## src/rtl/pixel_pack_pkg.sv

```systemverilog
package pixel_pack_pkg;

    localparam int DATA_W    = 64;
    localparam int SCALE_W   = 5;
    localparam int SCALE_LSB = 3;

    typedef enum logic [1:0] {
        PK_U8_FROM16  = 2'b00,
        PK_U8_MERGE32 = 2'b01,
        PK_S16_FROM32 = 2'b10,
        PK_ZERO       = 2'b11
    } pk_mode_e;

    typedef struct packed {
        logic [SCALE_W-1:0] wide;    // five-bit scale field
        logic [SCALE_W-1:0] narrow;  // four-bit field, zero extended
    } pk_scale_t;

    function automatic pk_scale_t pk_scales(input logic [DATA_W-1:0] stat);
        pk_scale_t s;
        s.wide   = stat[SCALE_LSB +: SCALE_W];
        s.narrow = {1'b0, stat[SCALE_LSB +: SCALE_W-1]};
        return s;
    endfunction

    // Upper source bytes moved up one byte; the slots for packed bytes cleared.
    function automatic logic [DATA_W-1:0] pk_merge_base(input logic [DATA_W-1:0] a);
        return {a[55:32], 8'h00, a[23:0], 8'h00};
    endfunction

endpackage

```

## src/rtl/pp_status_reg.sv

```systemverilog
module pp_status_reg
    import pixel_pack_pkg::*;
(
    input  logic              clk,
    input  logic              rst,
    input  logic              we,
    input  logic [DATA_W-1:0] wdata,
    output logic [DATA_W-1:0] q
);

    always_ff @(posedge clk) begin
        if (rst)
            q <= '0;
        else if (we)
            q <= wdata;
    end


    stat_load_chk: assert property (@(posedge clk) disable iff (rst)
        we |=> q == $past(wdata));


    stat_hold_chk: assert property (@(posedge clk) disable iff (rst)
        !we |=> $stable(q));

endmodule

```

## src/rtl/pp_sat_lane.sv

```systemverilog
module pp_sat_lane #(
    parameter int IN_W       = 16,
    parameter int SHR        = 7,
    parameter int OUT_W      = 8,
    parameter bit SIGNED_OUT = 1'b0
) (
    input  logic [IN_W-1:0]  din,
    input  logic [4:0]       scale,
    output logic [OUT_W-1:0] dout
);

    localparam int WIDE_W = 64;
    localparam logic signed [WIDE_W-1:0] ONE = 64'sd1;
    localparam logic signed [WIDE_W-1:0] HI_LIM =
        SIGNED_OUT ? (ONE <<< (OUT_W - 1)) - ONE : (ONE <<< OUT_W) - ONE;
    localparam logic signed [WIDE_W-1:0] LO_LIM =
        SIGNED_OUT ? -(ONE <<< (OUT_W - 1)) : 64'sd0;

    logic signed [WIDE_W-1:0] ext_v;
    logic signed [WIDE_W-1:0] shl_v;
    logic signed [WIDE_W-1:0] fix_v;

    always_comb begin
        ext_v = {{(WIDE_W-IN_W){din[IN_W-1]}}, din};
        shl_v = ext_v <<< scale;
        fix_v = shl_v >>> SHR;
        if (fix_v > HI_LIM)
            dout = HI_LIM[OUT_W-1:0];
        else if (fix_v < LO_LIM)
            dout = LO_LIM[OUT_W-1:0];
        else
            dout = fix_v[OUT_W-1:0];
    end

endmodule

```

## src/rtl/pixel_pack.sv

```systemverilog
module pixel_pack
    import pixel_pack_pkg::*;
#(
    parameter int N16 = 4,
    parameter int N32 = 2
) (
    input  logic        clk,
    input  logic        rst,
    input  logic        stat_we,
    input  logic [63:0] stat_wdata,
    input  logic        start,
    input  logic [1:0]  mode,
    input  logic [63:0] src_a,
    input  logic [63:0] src_b,
    output logic        done,
    output logic [63:0] result
);

    localparam int HALF_W = DATA_W / 2;

    logic [DATA_W-1:0] stat_q;
    pk_scale_t         scl;
    pk_mode_e          mode_e;
    logic [DATA_W-1:0] nxt;
    logic [7:0]        u8_n [N16];
    logic [7:0]        u8_w [N32];
    logic [15:0]       s16_w [N32];
    logic              stat_unused_bits;
    logic              srca_unused_bits;

    pp_status_reg u_stat (
        .clk   (clk),
        .rst   (rst),
        .we    (stat_we),
        .wdata (stat_wdata),
        .q     (stat_q)
    );

    assign scl              = pk_scales(stat_q);
    assign mode_e           = pk_mode_e'(mode);
    assign stat_unused_bits = ^{stat_q[63:8], stat_q[2:0]};
    assign srca_unused_bits = ^{src_a[63:56], src_a[31:24]};

    for (genvar i = 0; i < N16; i++) begin : g_narrow
        pp_sat_lane #(.IN_W(16), .SHR(7), .OUT_W(8), .SIGNED_OUT(1'b0)) u_lane (
            .din   (src_b[16*i +: 16]),
            .scale (scl.narrow),
            .dout  (u8_n[i])
        );
    end

    for (genvar w = 0; w < N32; w++) begin : g_wide
        pp_sat_lane #(.IN_W(32), .SHR(23), .OUT_W(8), .SIGNED_OUT(1'b0)) u_byte (
            .din   (src_b[32*w +: 32]),
            .scale (scl.wide),
            .dout  (u8_w[w])
        );
        pp_sat_lane #(.IN_W(32), .SHR(16), .OUT_W(16), .SIGNED_OUT(1'b1)) u_half (
            .din   (src_b[32*w +: 32]),
            .scale (scl.wide),
            .dout  (s16_w[w])
        );
    end

    always_comb begin
        nxt = '0;
        unique case (mode_e)
            PK_U8_FROM16: begin
                for (int i = 0; i < N16; i++)
                    nxt[8*i +: 8] = u8_n[i];
            end
            PK_U8_MERGE32: begin
                nxt = pk_merge_base(src_a);
                for (int w = 0; w < N32; w++)
                    nxt[HALF_W*w +: 8] = u8_w[w];
            end
            PK_S16_FROM32: begin
                for (int w = 0; w < N32; w++)
                    nxt[16*w +: 16] = s16_w[w];
            end
            default: nxt = '0;
        endcase
    end

    always_ff @(posedge clk) begin
        if (rst) begin
            done   <= 1'b0;
            result <= '0;
        end else begin
            done <= start;
            if (start)
                result <= nxt;
        end
    end


    done_pulse_chk: assert property (@(posedge clk) disable iff (rst)
        start |=> done);


    done_idle_chk: assert property (@(posedge clk) disable iff (rst)
        !start |=> !done);


    result_hold_chk: assert property (@(posedge clk) disable iff (rst)
        !start |=> $stable(result));


    narrow_upper_zero_chk: assert property (@(posedge clk) disable iff (rst)
        (start && mode == 2'b00) |=> result[63:32] == 32'h0);


    fixed_upper_zero_chk: assert property (@(posedge clk) disable iff (rst)
        (start && mode == 2'b10) |=> result[63:32] == 32'h0);


    merge_shift_chk: assert property (@(posedge clk) disable iff (rst)
        (start && mode == 2'b01) |=> (result[31:8] == $past(src_a[23:0]) &&
                                      result[63:40] == $past(src_a[55:32])));


    zero_mode_chk: assert property (@(posedge clk) disable iff (rst)
        (start && mode == 2'b11) |=> result == 64'h0);

endmodule

```

## config.mk

```make
export PLATFORM = sky130hd
export DESIGN_NAME = pixel_pack
export DESIGN_NICKNAME = d
export VERILOG_FILES = /design/src/rtl/pixel_pack_pkg.sv /design/src/rtl/pp_status_reg.sv /design/src/rtl/pp_sat_lane.sv /design/src/rtl/pixel_pack.sv
export SDC_FILE = /design/constraint.sdc
export NUM_CORES = 1
export LEC_CHECK = 0
export ABC_AREA = 1
export CORE_UTILIZATION = 36
export DETAILED_ROUTE_END_ITERATION = 6
export GPL_ROUTABILITY_DRIVEN = 0
export SYNTH_ARGS = -nofsm -noshare
export SYNTH_HDL_FRONTEND = slang
export SYNTH_SLANG_ARGS = --single-unit
```

## constraint.sdc

```tcl
create_clock -name clk -period 5.1 [get_ports clk]
set_clock_uncertainty 0.1 [all_clocks]
set_input_delay 0.51 -clock clk [delete_from_list [all_inputs] [get_ports clk]]
set_output_delay 0.51 -clock clk [all_outputs]
set_load 0.05 [all_outputs]
```

==> results_dict.tcl, run 1 <==
set metrics [dict create \
    drv_slew 0 \
    regToRegStartpoint "u_stat.q[4]$_SDFFE_PP0P_" \
    antenna_cells 0 \
    min_path_cells 2 \
    cts_setup_buffers 0 \
    synthCells 1776 \
    die_y_um 162.9 \
    period_needed_ns 3.720 \
    gr-total-overflow 0 \
    fin_nets 2070 \
    synth_area_mm2 0.009315 \
    cts_sinks 70 \
    ys_ff_latch 70 \
    hold_end "result[49]$_SDFFE_PP0P_" \
    async_flop_share_pct 0 \
    post-synth-top-area-cell "nand2_1" \
    synth_edf_count 0 \
    drt_iter0_markers 976 \
    dp_worst_setup_slack_ns 1.271 \
    slowest_stage "nand2_1" \
    grt_max_degree 85 \
    yosys_warnings 0 \
    rr_worst_depth 19 \
    worstSkewPairLatency_ns 0.33 \
    cts_resized 0 \
    drcViolationCount 0 \
    fin_crit_sh_pct 72.94 \
    viasPerCell 5.358 \
    slew_headroom_pct 17.90 \
    dieWidth_um 162.9 \
    grt_pass1_wl_um 54810 \
    synth_top_flop_cell "dfxtp_1" \
    die_area_mm2 0.02652 \
    wl_per_cell_um 15.26 \
    fin_ws_ns 1.380 \
    path_common_cell "nand2_1" \
    finalNonFillerCells 2206 \
    power_density_mw_per_mm2 218.8 \
    hpwl_um 25740 \
    tightest_slew_ns 1.230 \
    ys_top_cells_by_area "nand2_1, nand3_1, dfxtp_1" \
    routed-via-count 11820 \
    yosysSeqAreaShare_pct 15.04 \
    grt_pass1_vias 11140 \
    setup_viol 0 \
    cp_max_fo 40 \
    drtAntennaViolNets 0 \
    p_clk_share_pct 26.7 \
    syn_nets 1974 \
    internal_power_mw 1.410 \
    r2r_end "result[0]$_SDFFE_PP0P_" \
    grt_use_total_pct 25.56 \
    ioPinCount 263 \
    maxClockFrequency_mhz 268.8 \
    finalHoldViolCount 0 \
    avgSynthCellArea_um2 5.245 \
    critPathKind "flop to flop" \
    pwr-share-seq_pct 23.5 \
    max-vdd-ir-drop_mv 0.1635 \
    cts_buffer_depth 2 \
    clockRootBuffer "clkbuf_16" \
    arrival_ns 3.80 \
    yosysUniqueCellTypes 43 \
    drive_gt1_share_pct 6.397 \
    synth_top_cell_area_share_pct 32.68 \
    hold_buffers 0 \
    reg2reg_slack_ns 1.38 \
    maxCapViolCount 0 \
    first_pass_iters 6 \
    switchingPower_mw 1.075 \
    crit_required_ns 5.18 \
    rsz0062_at_grt "no" \
    start_util_pct 36.89 \
    p_sw_share_pct 43.25 \
    fin_tns_setup_ns 0 \
    status "completed" \
    routed_wl_um 33660 \
    crit_path_max_incr_delay_ns 0.52 \
    cp-start-kind "flop" \
    portBuffers 187 \
    p_leak_nw 5.100 \
    syn_to_final_growth_pct 21.91 \
    antenna_found_initial 0 \
    hold_class "flop to flop" \
    core_area_mm2 0.02525 \
    cts_tree "yes" \
    row_count 58 \
    power_mw 2.485 \
    dp.cells 2191 \
    path_clk_slew_ns 0.06 \
    htreeDepth 3 \
    endpoint_kind "flop" \
    crit_chain "inv_2 -> buf_4 -> nand3_1 -> nand2_1 -> nand2_1 -> nand3_1 -> nand2_2 -> nand2_1 -> nand2_1 -> nor3_1 -> nand2_1 -> nor2_1 -> nand3_1 -> nand2_1 -> nand2_1 -> nand2_1 -> nand3_1 -> nand2_1 -> a21oi_1" \
    cts_buffers 9 \
    hp-start "result[49]$_SDFFE_PP0P_" \
    combPwrFrac_pct 49.8 \
]
cells in the final DEF (no fill, tap or decap), types with 6 or more instances in the layout:
cell,Yosys,final
nand2_1,811,811
nand3_1,313,313
clkdlybuf4s50_1,0,186
nor2_1,74,72
inv_1,73,71
dfxtp_1,70,65
o21ai_0,61,61
a21oi_1,52,52
o211ai_1,23,23
nand4_1,22,22
a22oi_1,20,20
a21oi_2,20,20
buf_4,17,17
nand2_2,16,16
nand3_2,14,14
inv_2,7,9
o21ai_1,9,9
nor3_1,10,9
clkbuf_16,0,9
a31oi_1,6,6
o21a_1,6,6
a211oi_1,6,6
registers in the layout, indices dropped and copies added (netlist names):
| register | flops |
|---|---|
| done | 1 |
| result | 64 |
| u_stat.q | 5 |
cells in the mapped netlist, drive strengths merged, types with 3 or more instances:
cell	instances
nand2	828
nand3	328
buf	90
inv	80
nor2	77
o21ai	74
a21oi	72
dfxtp	70
clkbuf	30
o211ai	26
nand4	22
a22oi	20
nor3	10
a211oi	6
a31oi	6
o21a	6
and2	5
o22ai	5
nand3b	4
a21boi	3
or2	3
metrics by stage:
stage / cell area (um^2) / hold slack [ns] / util, %
2_1_floorplan: 9315 / 0.5547 / -
3_3_place_gp: 11040 / 0.3516 / 43.73
3_5_place_dp: 11040 / 0.3551 / 43.73
4_1_cts: 11360 / 0.3641 / 44.97
5_1_grt: 11360 / 0.3769 / 44.97
6_report: 11360 / 0.3621 / 44.97
per-layer routing:
metal | vias to the layer above | track usage (%) | share of wire (%)
li1 | 6036 | - | -
met1 | 5309 | 29.59 | 41
met2 | 374 | 46.11 | 50
met3 | 100 | 2.521 | 4.1
met4 | 0 | 13.51 | 5.0
met5 | - | 0 | 0
power by group through the flow:
stage / combinational, mW / sequential (mW) / clock, mW
after global placement: 1.22 / 0.596 / 0
final: 1.24 / 0.585 / 0.663
after floorplan: 0.798 / 0.672 / 0
after detailed placement: 1.22 / 0.597 / 0
after CTS: 1.23 / 0.585 / 0.681
after global routing: 1.38 / 0.588 / 0.705
how the worst max path moves through the flow:
| stage | from | slack [ns] | endpoint |
|---|---|---|---|
| detailed placement | src_b[31] | 1.27 | result[0]$_SDFFE_PP0P_ |
| finish | u_stat.q[4]$_SDFFE_PP0P_ | 1.38 | result[0]$_SDFFE_PP0P_ |
| global route | u_stat.q[4]$_SDFFE_PP0P_ | 0.98 | result[4]$_SDFFE_PP0P_ |
| CTS | u_stat.q[4]$_SDFFE_PP0P_ | 1.45 | result[0]$_SDFFE_PP0P_ |
| floorplan | u_stat.q[3]$_SDFFE_PP0P_ | 2.71 | result[21]$_SDFFE_PP0P_ |
| global placement | src_b[31] | 1.30 | result[0]$_SDFFE_PP0P_ |
cells by family (layout without fill, tap and decap cells):
logic type	after synthesis	after routing	synth area share, %
buf+inv	201	301	10.95
simple gates	1282	1282	58.83
compound gates	223	223	15.18
flops	70	70	15.04
critical path, delay by kind of cell, from the launching register on:
kind                   cells  cell delay, ns
AND/OR/NAND/NOR           16            2.11
buffers and inverters      2            0.89
flip-flops                 1            0.32
AO/OA/AOI/OAI              1            0.09
cell type report:
class | instances | area, um^2
clock buffer | 9 | 225.2
timing repair buffer | 205 | 2014
inverter | 81 | 304.0
sequential | 70 | 1408
multi-input combinational | 1505 | 6904
clock inverter | 6 | 87.58
tap | 330 | 412.9
fill | 2865 | 13900
No activity file was read; power rests on OpenSTA's default activity.
==> run 2: changes to the inputs <==
Clock period 5.1 ns to 3.65 ns, I/O delays scaled along.
==> run 2 against run 1 <==
  * Combinational power is 41% higher
  * Global-route usage fell by 0.20 points
  * Fmax increased by 23%
  * Critical endpoint is now result[17]$_SDFFE_PP0P_
  * Power rose by 38%
  * Sequential share of layout area shrank 0.15 points
  * Cell count up 0.68%
  * Register-to-register slack got worse by 0.75 ns
  * Worst hold slack improved by 0.0019 ns
==> results_dict.tcl, run 2 (synthesized netlist as in run 1, its figures left out) <==
set metrics [dict create \
    arrival_ns 3.12 \
    fin_nets 2085 \
    crit_required_ns 3.75 \
    regMostFlops "result" \
    core_area_mm2 0.02525 \
    gr-total-overflow 0 \
    antenna_found_initial 0 \
    fin_tns_setup_ns 0 \
    largest_reg_flops 64 \
    htreeDepth 3 \
    slew_headroom_pct 49.67 \
    cp-start-kind "flop" \
    cts_setup_buffers 0 \
    worstSetupStartpoint "u_stat.q[4]$_SDFFE_PP0P_" \
    maxCapViolCount 0 \
    cts_buffer_depth 2 \
    cp_max_fo 24 \
    finalHoldViolCount 0 \
    power_density_mw_per_mm2 298.8 \
    path_clk_slew_ns 0.06 \
    dieWidth_um 162.9 \
    grt_pass1_vias 11110 \
    regToRegStartpoint "u_stat.q[4]$_SDFFE_PP0P_" \
    period_needed_ns 3.022 \
    worstSkewPairLatency_ns 0.33 \
    max-vdd-ir-drop_mv 0.2420 \
    combPwrFrac_pct 51.0 \
    routed_wl_um 33900 \
    grt_use_total_pct 25.36 \
    grt_max_degree 96 \
    wl_per_cell_um 15.26 \
    drtAntennaViolNets 0 \
    die_area_mm2 0.02652 \
    cts_tree "yes" \
    routed-via-count 11830 \
    final_common_cell "nand2_1" \
    antenna_cells 0 \
    p_leak_nw 5.173 \
    start_util_pct 36.89 \
    p_sw_share_pct 44.06 \
    rsz0062_at_grt "no" \
    hpwl_um 26110 \
    pwr-share-seq_pct 23.9 \
    clockRootBuffer "clkbuf_16" \
    grt_pass1_wl_um 54340 \
    switchingPower_mw 1.514 \
    critPathKind "flop to flop" \
    drive_gt1_share_pct 7.139 \
    portBuffers 187 \
    hold_class "flop to flop" \
    syn_to_final_growth_pct 23.40 \
    drt_iter0_markers 855 \
    utilization_pct 45.52 \
    drcViolationCount 0 \
    p_clk_share_pct 25.1 \
    viasPerCell 5.325 \
    status "completed" \
    cts_sinks 70 \
    cts_resized 0 \
    die_y_um 162.9 \
    finalNonFillerCells 2221 \
    row_count 58 \
    ioPinCount 263 \
    fin_crit_sh_pct 82.79 \
    endpoint_kind "flop" \
    first_pass_iters 6 \
    biggestRegsByFlops "result: 64 flops, u_stat.q: 5 flops, done: 1 flops" \
    maxClockFrequency_mhz 330.9 \
    hold_buffers 0 \
    nFillCells 2846 \
    dp.cells 2206 \
    hp-start "result[55]$_SDFFE_PP0P_" \
    tightest_slew_ns 0.7550 \
    internal_power_mw 1.921 \
    layout_common_cells "nand2_1, nand3_1, clkdlybuf4s50_1" \
    setup_viol 0 \
    cts_buffers 9 \
    drv_slew 0 \
]
[run 2: cell type report]
cell class	instances	area [um^2]	area share [%]
Clock buffer	9	225.2	1.959
Clock inverter	6	63.81	0.5551
Inverter	81	304.0	2.645
Multi-Input combinational cell	1505	6904	60.06
Sequential cell	70	1408	12.25
Tap cell	330	412.9	3.592
Timing Repair Buffer	220	2177	18.94
[run 2: path summary, 6_finish.rpt]
path,slack (ns),cells past startpoint,end
setup / recovery,0.63,19,result[17]$_SDFFE_PP0P_
hold / removal,0.36,2,result[55]$_SDFFE_PP0P_
setup reg to reg,0.63,19,result[17]$_SDFFE_PP0P_
hold reg to reg,0.36,2,result[55]$_SDFFE_PP0P_
[run 2: power groups by stage]
stage / combinational [mW] / clock (mW) / sequential [mW]
4_1_cts: 1.74 / 0.891 / 0.821
3_5_place_dp: 1.73 / 0 / 0.837
2_1_floorplan: 1.12 / 0 / 0.938
3_3_place_gp: 1.73 / 0 / 0.836
5_1_grt: 1.94 / 0.923 / 0.825
6_report: 1.75 / 0.864 / 0.821
[run 2: metrics by stage]
step | worst slack [ns] | power [mW] | cell area [um^2] | hold slack [ns]
after global placement | 0.4471 | 2.563 | 11210 | 0.3517
after floorplan | 1.257 | 2.054 | 9315 | 0.4097
after detailed placement | 0.4399 | 2.565 | 11210 | 0.3565
after CTS | 0.6797 | 3.449 | 11490 | 0.3656
after global routing | 0.2330 | 3.688 | 11490 | 0.3742
final | 0.6281 | 3.435 | 11490 | 0.3640
[run 2: routing by layer]
metal | wire length, um | GRT usage (%)
met1 | 14290 | 28.96
met2 | 16880 | 46.83
met3 | 1237 | 2.445
met4 | 1498 | 12.23
met5 | 0 | 0
[run 2: critical path, stage by stage (launching register included)]
cell      delay, ns
dfxtp_2        0.34
inv_2          0.26
buf_4          0.34
o211ai_1       0.16
nand3_1        0.17
nand2_1        0.09
nand2_1        0.09
nand2_1        0.08
o21ai_0        0.18
nand2_1        0.07
nor2_1         0.12
nand2_1        0.08
nor2_2         0.15
nand3_4        0.15
nand2_4        0.18
nand2_1        0.07
nand2_1        0.07
nand2_1        0.05
nand2_1        0.06
a21oi_1        0.06
==> run 3: changes to the inputs <==
Clock period 3.65 ns to 2.8 ns, I/O delays scaled along.
==> run 3 against run 2 <==
  * Fmax rose by 9.7%
  * Critical endpoint is now result[11]$_SDFFE_PP0P_
  * Largest power group unchanged
  * Sequential cell count unchanged
  * Via count is 5.1% higher
  * Sequential share of layout area decreased by 1.2 points
  * Critical path type unchanged
==> results_dict.tcl, run 3 (synthesized netlist as in run 1, its figures left out) <==
set metrics [dict create \
    cts_sinks 70 \
    antenna_found_initial 1 \
    drv_slew 0 \
    ioPinCount 263 \
    die_y_um 162.9 \
    dp.cells 2317 \
    rr_worst_depth 24 \
    holdWs_ns 0.3613 \
    path_buf_inv 4 \
    cp_max_fo 19 \
    crit_required_ns 2.92 \
    hpwl_um 27750 \
    cts_buffers 9 \
    path_common_cell "nand2_1" \
    hold_end "result[58]$_SDFFE_PP0P_" \
    clockRootBuffer "clkbuf_16" \
    p_leak_nw 5.867 \
    min_path_cells 2 \
    crit_chain "inv_8 -> buf_12 -> nand2_1 -> nand2_1 -> nand2_2 -> nand2_1 -> nand2_1 -> nand2_1 -> nand2_2 -> buf_4 -> nand3_1 -> nand2_1 -> nand3_1 -> nor2_1 -> nand2_1 -> nor2_1 -> nand3_1 -> nand2_2 -> clkbuf_16 -> nand2_1 -> nand2_1 -> nand2_1 -> nand2_1 -> a21oi_2" \
    power_mw 4.897 \
    setup_viol 0 \
    finalHoldViolCount 0 \
    reg2reg_slack_ns 0.05 \
    worstSkewPairLatency_ns 0.34 \
    drtAntennaViolNets 0 \
    biggestRegsByFlops "result: 64 flops, u_stat.q: 5 flops, done: 1 flops" \
    core_area_mm2 0.02525 \
    die_area_mm2 0.02652 \
    fin_ws_ns 0.04546 \
    routed_wl_um 35780 \
    syn_to_final_growth_pct 37.60 \
    slew_headroom_pct 37.13 \
    critPathTopFamily "simple AND/OR/NAND/NOR gates" \
    period_needed_ns 2.755 \
    wl_per_cell_um 15.29 \
    largest_reg_flops 64 \
    max-vdd-ir-drop_mv 0.2624 \
    grt_max_degree 96 \
    grt_use_total_pct 26.16 \
    fin_nets 2204 \
    antenna_cells 0 \
    fin_tns_setup_ns 0 \
    drcViolationCount 0 \
    hold_class "flop to flop" \
    gr-total-overflow 0 \
    cts_buffer_depth 2 \
    viasPerCell 5.311 \
    final_common_cell "nand2_1" \
    start_util_pct 36.89 \
    routed-via-count 12430 \
    drive_gt1_share_pct 15.42 \
    regToRegStartpoint "u_stat.q[3]$_SDFFE_PP0P_" \
    row_count 58 \
    arrival_ns 2.87 \
    finalNonFillerCells 2341 \
    regMostFlops "result" \
    first_pass_iters 5 \
    drt_iter0_markers 1013 \
    maxClockFrequency_mhz 363.0 \
    fin_crit_sh_pct 98.38 \
    layout_common_cells "nand2_1, nand3_1, clkdlybuf4s50_1" \
    cts_tree "yes" \
    tightest_slew_ns 0.9430 \
    path_clk_slew_ns 0.06 \
    status "completed" \
    r2r_end "result[11]$_SDFFE_PP0P_" \
    power_density_mw_per_mm2 382.0 \
    htreeDepth 3 \
    crit_path_max_incr_delay_ns 0.46 \
    maxCapViolCount 0 \
    grt_pass1_vias 11470 \
    endpoint_kind "flop" \
    hp-start "result[58]$_SDFFE_PP0P_" \
    critPathKind "flop to flop" \
    rsz0062_at_grt "yes" \
    cp-start-kind "flop" \
    portBuffers 187 \
    dieWidth_um 162.9 \
    dp_worst_setup_slack_ns -0.1335 \
    grt_pass1_wl_um 55990 \
    slowest_stage "dfxtp_4" \
]
## run 3: worst register-to-register path, delay by kind of cell (launching register included)
| family | cells | cell delay, ns |
|---|---|---|
| simple gates | 19 | 1.53 |
| flops | 1 | 0.46 |
| buf+inv | 4 | 0.51 |
| compound gates | 1 | 0.05 |
## run 3: how the worst max path moves through the flow
stage / startpoint / end / slack (ns) / cells after the start
finish: u_stat.q[3]$_SDFFE_PP0P_ / result[11]$_SDFFE_PP0P_ / 0.05 / 24
detailed placement: src_b[63] / result[18]$_SDFFE_PP0P_ / -0.13 / 22
global route: u_stat.q[3]$_SDFFE_PP0P_ / result[22]$_SDFFE_PP0P_ / -0.19 / 20
CTS: u_stat.q[3]$_SDFFE_PP0P_ / result[7]$_SDFFE_PP0P_ / -0.04 / 18
global placement: src_b[47] / result[21]$_SDFFE_PP0P_ / -0.14 / 23
floorplan: u_stat.q[3]$_SDFFE_PP0P_ / result[21]$_SDFFE_PP0P_ / 0.41 / 20
## run 3: cell type report
cell class,instances,area (um^2)
clock buffer,9,225.2
clock inverter,7,72.57
fill,2716,12440
inverter,81,314.1
multi-input combinational,1506,7122
sequential,70,1410
tap,330,412.9
timing repair buffer,338,3261
## run 3: report_power, final
part	switching, mW	total, mW	internal (mW)	leakage [nW]
clock	0.460	1.15	0.692	0.142
sequential	0.0338	1.08	1.04	0.573
combinational	1.61	2.67	1.06	5.15
total	2.11	4.90	2.79	5.87
## run 3: metrics by stage
stage,area (um^2),util (%)
after floorplan,9315,-
after global placement,12150,48.12
after detailed placement,12150,48.12
after CTS,12450,49.32
after global routing,12820,50.75
final,12820,50.75
## run 3: repair_timing
item | 4_1_cts | 5_1_grt
pin swaps | 0 | 8
hold buffers | 0 | 0
cloned | 0 | 5
buffers inserted | 0 | 3
gates resized for setup | 3 | 82
setup endpoints to repair | 8 | 40
## run 3: layer usage
layer	global-route usage [%]	vias up	share of wire, %
li1	-	6308	-
met1	29.88	5616	41
met2	47.64	401	50
met3	2.648	107	4.1
met4	13.85	0	4.8
met5	0	-	0
